$ cat config.mk
export PLATFORM = sky130hd
export DESIGN_NAME = link_trainer
export DESIGN_NICKNAME = d
export VERILOG_FILES = /design/src/rtl/link_trainer.sv
export SDC_FILE = /design/constraint.sdc
export NUM_CORES = 1
export LEC_CHECK = 0
export ABC_CLOCK_PERIOD_IN_PS = 3400
export BUFFER_PORTS_ARGS = -buffer_cell sky130_fd_sc_hd__clkbuf_2
export CORE_MARGIN = 10
export CORE_UTILIZATION = 45
export CTS_CLUSTER_DIAMETER = 60
export DETAILED_ROUTE_END_ITERATION = 12
export GPL_ROUTABILITY_DRIVEN = 0
export PLACE_DENSITY = 0.65
export SLEW_MARGIN = 5
export SYNTH_ARGS = -nofsm -noshare
export SYNTH_HDL_FRONTEND = slang
export SYNTH_SLANG_ARGS = --single-unit
$ cat constraint.sdc
create_clock -name clk -period 3.4 [get_ports clk]
set_input_delay 0.51 -clock clk [delete_from_list [all_inputs] [get_ports clk]]
set_output_delay 0.51 -clock clk [all_outputs]
set_load 0.01 [all_outputs]
$ cat src/rtl/link_trainer.sv
module link_trainer #(
  parameter int QUIET_TO = 12,
  parameter int LONG_TO  = 24,
  parameter int SHORT_TO = 2
) (
  input  logic       clk,
  input  logic       rst_n,
  input  logic       rcv_det,
  input  logic       idle_break,
  input  logic       sym_lock,
  input  logic       ts_ok,
  input  logic       rx_fail,
  input  logic       retrain_req,
  input  logic       aspm_req,
  input  logic       aspm_exit,
  input  logic       pm_req,
  input  logic       d3_req,
  input  logic       wake,
  input  logic       disable_req,
  input  logic       enable,
  input  logic       hot_rst_req,
  input  logic       loop_req,
  input  logic       loop_done,
  output logic [4:0] state,
  output logic       link_up,
  output logic       tx_ts1,
  output logic       tx_ts2,
  output logic       tx_eidle
);
  localparam int MX1 = (QUIET_TO > LONG_TO) ? QUIET_TO : LONG_TO;
  localparam int MX  = (MX1 > SHORT_TO) ? MX1 : SHORT_TO;
  localparam int TW  = $clog2(MX + 1);

  typedef enum logic [4:0] {
    DET_QUIET = 5'd0,  DET_ACT  = 5'd1,  POL_ACT  = 5'd2,  POL_CFG  = 5'd3,
    CFG_WIDTH = 5'd4,  CFG_LANE = 5'd5,  CFG_DONE = 5'd6,  CFG_IDLE = 5'd7,
    L0        = 5'd8,  REC_LOCK = 5'd9,  REC_SPD  = 5'd10, REC_IDLE = 5'd11,
    STBY      = 5'd12, LOWP     = 5'd13, DEEP     = 5'd14, DISABLED = 5'd15,
    LOOPBK    = 5'd16, HOTRST   = 5'd17
  } st_t;

  st_t cur, nxt;
  logic [TW-1:0] tmr;

  wire exp_q = tmr == TW'(QUIET_TO - 1);
  wire exp_l = tmr == TW'(LONG_TO - 1);
  wire exp_s = tmr == TW'(SHORT_TO - 1);

  always_comb begin
    nxt = cur;
    case (cur)
      DET_QUIET: if (idle_break || exp_q) nxt = DET_ACT;
      DET_ACT:   nxt = rcv_det ? POL_ACT : DET_QUIET;
      POL_ACT:   if (ts_ok && sym_lock) nxt = POL_CFG;
                 else if (exp_l) nxt = DET_QUIET;
      POL_CFG:   if (ts_ok) nxt = CFG_WIDTH; else if (exp_l) nxt = DET_QUIET;
      CFG_WIDTH: if (ts_ok) nxt = CFG_LANE;  else if (exp_l) nxt = DET_QUIET;
      CFG_LANE:  if (ts_ok) nxt = CFG_DONE;  else if (exp_l) nxt = DET_QUIET;
      CFG_DONE:  if (ts_ok) nxt = CFG_IDLE;  else if (exp_l) nxt = DET_QUIET;
      CFG_IDLE:  if (ts_ok) nxt = L0;        else if (exp_s) nxt = DET_QUIET;
      L0: begin
        if (hot_rst_req)      nxt = HOTRST;
        else if (disable_req) nxt = DISABLED;
        else if (retrain_req) nxt = REC_LOCK;
        else if (loop_req)    nxt = LOOPBK;
        else if (d3_req)      nxt = DEEP;
        else if (pm_req)      nxt = LOWP;
        else if (aspm_req)    nxt = STBY;
      end
      REC_LOCK:  if (rx_fail) nxt = DISABLED;
                 else if (ts_ok && sym_lock) nxt = REC_SPD;
                 else if (exp_l) nxt = DET_QUIET;
      REC_SPD:   if (rx_fail) nxt = DISABLED;
                 else if (ts_ok) nxt = REC_IDLE;
                 else if (exp_s) nxt = DET_QUIET;
      REC_IDLE:  if (rx_fail) nxt = DISABLED;
                 else if (ts_ok) nxt = L0;
                 else if (exp_s) nxt = DET_QUIET;
      STBY:      if (aspm_exit) nxt = L0;
      LOWP:      if (wake) nxt = REC_LOCK;
      DEEP:      if (wake) nxt = DET_QUIET;
      DISABLED:  if (enable) nxt = DET_QUIET;
      LOOPBK:    if (loop_done) nxt = DET_QUIET;
      HOTRST:    if (exp_s) nxt = DET_QUIET;
      default:   nxt = DET_QUIET;
    endcase
  end

  always_ff @(posedge clk or negedge rst_n) begin
    if (!rst_n) begin
      cur <= DET_QUIET;
      tmr <= '0;
    end else begin
      cur <= nxt;
      if (nxt != cur)    tmr <= '0;
      else if (tmr != '1) tmr <= tmr + 1'b1;
    end
  end

  assign state    = cur;
  assign link_up  = (cur == L0) || (cur == STBY) || (cur == LOWP);
  assign tx_ts1   = (cur == POL_ACT) || (cur == REC_LOCK);
  assign tx_ts2   = (cur == POL_CFG) || (cur == CFG_DONE);
  assign tx_eidle = (cur == STBY) || (cur == LOWP) || (cur == DEEP);
endmodule

Word-level counts from Yosys, hierarchy flattened
Cells that the tools add are included.
{ "totals": {"regBits": 10, "in_bits": 18, "out_inout_bits": 9} }
{ "classes": {"add_sub_neg": 1, "eq_ne": 22, "n_mux": 30, "n_reduce_logical": 10} }
{ "op_table": {"columns": ["operator", "count"], "rows": [
  ["$mux 5", 28],
  ["$pmux 5 s18", 1],
  ["$eq 5x4->1 const B", 9],
  ["$eq 5x3->1 const B", 4],
  ["$eq 5x5->1 const B", 3],
  ["$eq 5x1->1 const B", 2],
  ["$eq 5x2->1 const B", 2],
  ["$logic_or 1x1->1", 7],
  ["$add 5x1->5 const B", 1],
  ["$logic_not 5->1", 1],
  ["$ne 5x5->1", 1],
  ["$ne 5x5->1 const B", 1],
  ["$mux 2", 1],
  ["$reduce_bool 2->1", 1],
  ["$logic_and 1x1->1", 1]
]} }

Longest topological paths before layout
Gate-level depths: netlist of the first run.
{ "depth": {"depth_word": 10, "mapped_depth": 9, "mapped_depth_nobuf": 9} }

Worst setup path after synthesis of the first run
No wires, ideal clock.
{ "synth_path": {"path_kind": "register to register", "startpoint": "register tmr[1]", "endpoint": "register tmr[0]", "setup_ns": 0.083, "arrival_ns": 2.106, "path_slack_ns": 1.211, "path_stages_with_launch": 10, "path_buffers": 0, "path_cell_list": "dfrtp_1 inv_1 ha_1 or4b_4 a32o_1 a222oi_1 nand4b_1 xnor2_1 o21ai_2 nor3_2"} }
{ "synth_via": {"elab_chain_len": 7, "elab_cells_between_ends": 23} }
{ "synth_rtl": {"columns": ["element", "line", "source"], "rows": [
  ["start: declaration", "43", "logic [TW-1:0] tmr;"],
  ["start signal: assignment", "96", "else if (tmr != '1) tmr <= tmr + 1'b1;"],
  ["$eq 5x1->1 / $eq 5x5->1 (equally long branches)", "47, 46", null],
  ["$mux 5, on equally long branches", null, null],
  ["$mux 5, on equally long branches", "60, 71, 74", null],
  ["$mux 5, on equally long branches", "76, 70, 73", null],
  ["$pmux 5 s18 (*)", "51", "case (cur)"],
  ["net nxt[1]", "42", "st_t cur, nxt;"],
  ["$ne 5x5->1 (*)", "95", "if (nxt != cur) tmr <= '0;"],
  ["$mux 5 / $reduce_bool 2->1 (equally long branches)", null, null]
]} }
Mark *: on every way through the listed nets, which the timed path passes. The rest lies on a longest branch.
A chain may end at the register's enable or synchronous reset.

Final worst setup path of the first run
{ "layout_path": {"startpoint": "register cur[1], in the netlist state[1]", "endpoint": "register tmr[1]"} }
{ "layout_via": {"elab_chain_len": 10, "elab_cells_between_ends": 48} }
{ "layout_rtl": {"columns": ["element", "line", "source"], "rows": [
  ["start: declaration", "42", null],
  ["start signal: assignment", "94", "cur <= nxt;"],
  ["$mux 5", "68", "else if (aspm_req) nxt = STBY;"],
  ["$mux 5", "67", "else if (pm_req) nxt = LOWP;"],
  ["$mux 5", "66", "else if (d3_req) nxt = DEEP;"],
  ["$mux 5", "65", "else if (loop_req) nxt = LOOPBK;"],
  ["$mux 5", "64", "else if (retrain_req) nxt = REC_LOCK;"],
  ["$mux 5", "63", "else if (disable_req) nxt = DISABLED;"],
  ["$mux 5", "62", "if (hot_rst_req) nxt = HOTRST;"],
  ["$pmux 5 s18", "51", null],
  ["$ne 5x5->1 (*)", "95", null],
  ["$mux 5 / $reduce_bool 2->1 (equally long branches)", null, null]
]} }
Mark *: on every way between the ends. The rest lies on a longest branch, timed or not.

==> results of run 1 <==
-- synthesized netlist by cell type, types with 3 or more instances --
cell	number	area, um2
a21o_1	3	22.5
a21oi_1	9	45.0
a22o_1	3	26.3
and3_1	4	25.0
and3b_1	4	35.0
buf_2	7	35.0
dfrtp_1	10	250
ha_1	3	37.5
inv_2	3	11.3
mux2i_1	5	50.1
nand2_1	9	33.8
nand3_1	5	25.0
nand4b_1	3	26.3
nor2_1	17	63.8
nor2b_1	5	31.3
nor3_1	3	15.0
nor3_2	5	50.1
nor3b_1	3	22.5
nor4b_1	3	26.3
o21ai_0	7	35.0
xnor2_1	3	26.3
xor2_1	5	43.8
-- registers in the layout, summed over array words and instances (netlist names) --
name and flops:
tmr 5, state 5
-- kinds of logic (layout without fill, tap and decap cells) --
kind of cell,Yosys count,count (layout)
compound gates,46,46
fa+ha+maj,3,3
buf+inv,15,34
mux,5,5
flops,10,10
simple gates,74,74
xor+xnor,8,8
-- routing by layer --
layer,routed length (um),GRT usage [%]
met4,44,3.16
met5,0,0
met2,1560,18.3
met1,1560,18.7
met3,346,3.40
-- cell type report --
class / count / area (um2)
Sequential cell: 10 / 250
Multi-Input combinational cell: 136 / 948
Timing Repair Buffer: 26 / 130
Clock buffer: 3 / 22.5
Tap cell: 31 / 38.8
Inverter: 5 / 18.8
Fill cell: 273 / 1300
-- worst max-delay path by stage --
stage,cells after the start,endpoint,startpoint
2_1_floorplan,9,tmr[0],tmr[1]
3_3_place_gp,7,tmr[1],state[1]
6_report,7,tmr[1],state[1]
3_5_place_dp,7,tmr[1],state[1]
4_1_cts,7,tmr[1],state[1]
5_1_grt,7,tmr[3],state[1]
-- report_power, final --
part	total (mW)	internal, mW	switching [mW]
Combinational	0.656	0.288	0.368
Clock	0.0737	0.0405	0.0332
Sequential	0.304	0.148	0.156
-- metrics by stage --
| stage | hold slack, ps | worst slack, ps | total power [mW] | cell area, um2 |
|---|---|---|---|---|
| after global routing | 103 | 402 | 1.13 | 1410 |
| final | 103 | 597 | 1.03 | 1410 |
| after floorplan | 214 | 1210 | 0.794 | 1260 |
| after detailed placement | 380 | 694 | 0.954 | 1390 |
| after CTS | 98.5 | 646 | 1.04 | 1410 |
| after global placement | 376 | 724 | 0.943 | 1390 |
-- cell usage in the layout (no fill, tap or decap), drive strengths merged, types with 3 or more instances in the layout --
cell type | Yosys | layout
a21oi | 9 | 9
and3 | 4 | 4
dfrtp | 10 | 10
o21ai | 10 | 10
nand2 | 9 | 9
inv | 5 | 5
ha | 3 | 3
nor2 | 17 | 17
clkbuf | 2 | 29
nand4b | 3 | 3
xor2 | 5 | 5
a22o | 3 | 3
nor2b | 5 | 5
nor4b | 4 | 4
a21o | 3 | 3
nor3b | 4 | 4
nor3 | 8 | 8
nand3 | 5 | 5
mux2i | 5 | 5
and3b | 4 | 4
xnor2 | 3 | 3
==> metrics.txt, run 1 <==
die area=5330 um2; first-pass GRT wire length=5740 um; initial antenna violation count=0; status=finished clean; fraction of layout cells with a size suffix above 1=22.8%; post-synthesis xor/xnor area fraction=5.54%; synth warn=0; RR Startpoint=state[1]; routed length per instance=16.6 um; worst path bufs/invs=0; Critical Path RT=3570 ps; Rel. slew slack=46.0%; DR iter-0 viols=204; period utilization=82.4%; main combinational cell family by area after synthesis=simple AND/OR/NAND/NOR gates; max cap viols=0; Simple-Gate Fraction of Synth Area=36.9%; Final setup viols=0; pwr/cell area=733 nW/um2; crit path cell chain=nand2_1, and3_1, o31ai_1, o211a_1, mux2i_1, o2111ai_1, nor3_2; Worst-path clk slew=50 ps; largest net degree at the start of global routing=27; clk sinks=10; Worst setup EP type=flop; postcts setup bufs=0; row cnt=19; Post-Synth Adder-Cell Area=2.97%; Nets=203; Worst IR Drop VDD=0.000583 V; cts repair resizes=0; via/cell ratio=6.24; clock skew=2.16 ps; Num CTS Buffers=3; core footprint=2710 um2; die width=73.0 um; Setup TNS=0 ps; fin cells=211; Post-synth EDFFs=0; Seq/Total Area, Yosys=19.8%; RR Endpoint=tmr[1]; Primary FF master, synth=dfrtp_1; 1st-pass router iterations=4; Ant. Diodes=0; Syn Area/Cell=7.85 um2; H-tree levels=1; Overall Global Routing Usage=13.0%; Clk Latency, worst-skew pair=250 ps; vias in the first global route=1,186; Area growth, synth to finish=11.5%; synthesized area=1260 um2; CTS tree=yes; complex-gate fraction of the synthesized area=25.6%; Post-synth ARST share=100%; worst r2r path cells=7; #FFs+latches synth=10; Final Critical Period=2800 ps; Achievable Freq=357 MHz; syn_nets=182; final hold violation count=0; Leak=0.632 nW; hold-fix buffers at CTS=0; clock root buffer master=clkbuf_4; via count=1,316; Syn Inst Count=161; HP Class=primary input to asynchronous set/reset pin; total grt overflow=0; Buffers on Ports=26; worst-case clock buffer depth=2; # placed instances=208; Die H=73.0 um; critical path fanouts, max=26; synth unique cells=54; Crit-path slowest cell=dfrtp_1; CP max stage delay=870 ps; worst reg2reg setup slack=600 ps; cell family with most CP delay=flip-flops; IO Pins=27; DRC viols=0; Starting Density=46.6%; final slew viol count=0; Slew @ Worst Pin=810 ps; HPWL after detailed placement=2710 um; CP startpoint kind=flop; post-synthesis mux area share=3.96%; CP Class=flop to flop; RSZ-0062 raised after global routing=no; WP data arrival=2980 ps; Detailed Route WL=3510 um; post-layout util=52.0%; Final ANT Viol Nets=0
Power figures use the tool's default switching activity.
==> run 2: changes to the inputs <==
Settings changed: ABC_CLOCK_PERIOD_IN_PS 3400 to 2700.
Clock period 3.4 ns to 2.7 ns, I/O delays scaled along.
==> run 2 against run 1 <==
Compared with the run above: non-clock buffer count increased by 12; final area rose by 7.7%; clock power rose by 83%; largest cell class unchanged; highest routed layer unchanged.
==> metrics.txt, run 2 (synthesized netlist as in run 1, its figures left out) <==
RSZ-0062 raised after global routing=yes; DRC viols=0 (unchanged); CP Class=flop to flop; WP data arrival=2770 ps (-210 ps); fin cells=224 (+6.2%); CTS tree=yes; RR Startpoint=tmr[1]; most frequent cells in the layout=clkbuf_2 (26), nor2_1 (17), buf_4 (11); initial antenna violation count=0 (unchanged); Slew @ Worst Pin=609 ps (-201 ps); Net Sw Frac=50.8% (-3.1 points); Sequential Power Share=18.5% (-11 points); worst-case clock buffer depth=2 (unchanged); vias in the first global route=1,257 (+6.0%); via/cell ratio=6.05 (-3.0%); IO Pins=27 (unchanged); critical path fanouts, max=5 (-81%); Detailed Route WL=3760 um (+7.3%); clk sinks=10 (unchanged); Area growth, synth to finish=20.1%; Rel. slew slack=59.4% (+13 points); Final setup viols=0 (unchanged); H-tree levels=1 (unchanged); Internal=0.715 mW (+50%); status=finished clean; row cnt=19 (unchanged); Ant. Diodes=0 (unchanged); die width=73.0 um (unchanged); Die H=73.0 um (unchanged); 1st-pass router iterations=4 (unchanged); Overall Global Routing Usage=13.8% (+0.86 points); first-pass GRT wire length=6180 um (+7.6%); core footprint=2710 um2 (unchanged); fraction of layout cells with a size suffix above 1=28.0% (+5.2 points); Psw=0.738 mW (+33%); routed length per instance=16.8 um (+1.0%); post-layout util=56.0% (+4.0 points); final hold violation count=0 (unchanged); clock network fraction of design power=9.3% (+2.2 points); CP startpoint kind=flop; Buffers on Ports=26 (unchanged); worst reg2reg setup slack=120 ps (-480 ps); Leak=0.697 nW (+10%); Worst IR Drop VDD=0.000861 V (+48%); clock skew=3.20 ps (+1.03 ps); RR Endpoint=tmr[1]; total grt overflow=0 (unchanged); worst r2r path cells=9 (+2); Final Critical Period=2580 ps (-223 ps); largest net degree at the start of global routing=24 (-11%); pwr/cell area=957 nW/um2 (+31%); final slew viol count=0 (unchanged); HPWL after detailed placement=2920 um (+7.6%); clock root buffer master=clkbuf_4; combinational share of power=72.2% (+8.7 points); period utilization=95.6% (+13 points); commonest non-fill, non-tap cell in the layout=clkbuf_2; # placed instances=216 (+3.8%); Worst setup EP type=flop; final total power=1.45 mW (+41%); HP Class=primary input to asynchronous set/reset pin; Starting Density=46.6% (unchanged); Critical Path RT=2890 ps (-680 ps); Final ANT Viol Nets=0 (unchanged); Worst-path clk slew=70 ps (+20 ps); DR iter-0 viols=148 (-27%); via count=1,355 (+3.0%); max cap viols=0 (unchanged); Num CTS Buffers=3 (unchanged); Clk Latency, worst-skew pair=270 ps (+20 ps); Achievable Freq=388 MHz (+8.6%); die area=5330 um2 (unchanged); Nets=215 (+5.9%)
-- run 2: cell types whose count changed in the layout (fill, tap and decap cells not counted) --
cell and change:
buf_4 +11, clkbuf_8 +1, dlygate4sd3_1 +1, ha_1 -1, ha_2 +1
-- run 2: worst max-delay path by stage --
stage	start	endpoint	slack, ps	cells after the start
floorplan	tmr[1]	tmr[0]	510	9
global placement	tmr[1]	tmr[3]	230	9
detailed placement	tmr[1]	tmr[0]	160	9
CTS	tmr[1]	tmr[0]	130	9
global route	tmr[1]	tmr[0]	-10	9
finish	tmr[1]	tmr[1]	120	9
-- run 2: layout make-up --
cell class                 count  area (um2)
inverter                       5        18.8
timing repair buffer          38         223
clock buffer                   4        36.3
multi-input combinational    136         951
tap                           31        38.8
sequential                    10         250
fill                         247        1190
-- run 2: layer usage --
layer	part of all wire, %	vias to the layer above	wire length [um]	global-route usage [%]
met1	45	622	1680	18.5
met4	0.66	0	25	3.16
met3	7.7	4	289	3.13
met2	47	54	1770	21.8
met5	0	-	0	0
li1	-	675	-	-
-- run 2: what timing repair did --
| action | 4_1_cts | 5_1_grt |
|---|---|---|
| setup endpoints to repair | 0 | 4 |
| endpoints found under the hold margin | 10 | 0 |
| gates resized for setup | 0 | 1 |
| hold buffers | 1 | 0 |
| setup buffers | 0 | 3 |
-- run 2: critical path: stages, from the launching register on --
cell      delay, ps
dfrtp_1         410
inv_1            70
ha_2            160
or4b_4          480
a32o_1          240
a222oi_1        340
nand4b_1        250
xnor2_1         250
o21ai_2         150
nor3_2          170
-- run 2: stage by stage --
stage	instance area, um2	worst slack [ps]	TNS (ps)	hold slack, ps
2_1_floorplan	1260	511	0	109
3_3_place_gp	1450	229	0	273
3_5_place_dp	1450	157	0	276
4_1_cts	1490	130	0	521
5_1_grt	1520	-13.9	-13.9	547
6_report	1520	120	0	516
-- run 2: power by group through the flow --
| stage | logic (mW) | clock network, mW | registers [mW] |
|---|---|---|---|
| 2_1_floorplan | 0.757 | 0 | 0.243 |
| 3_3_place_gp | 0.996 | 0 | 0.269 |
| 3_5_place_dp | 1.01 | 0 | 0.271 |
| 4_1_cts | 1.02 | 0.139 | 0.267 |
| 5_1_grt | 1.16 | 0.147 | 0.276 |
| 6_report | 1.05 | 0.135 | 0.269 |
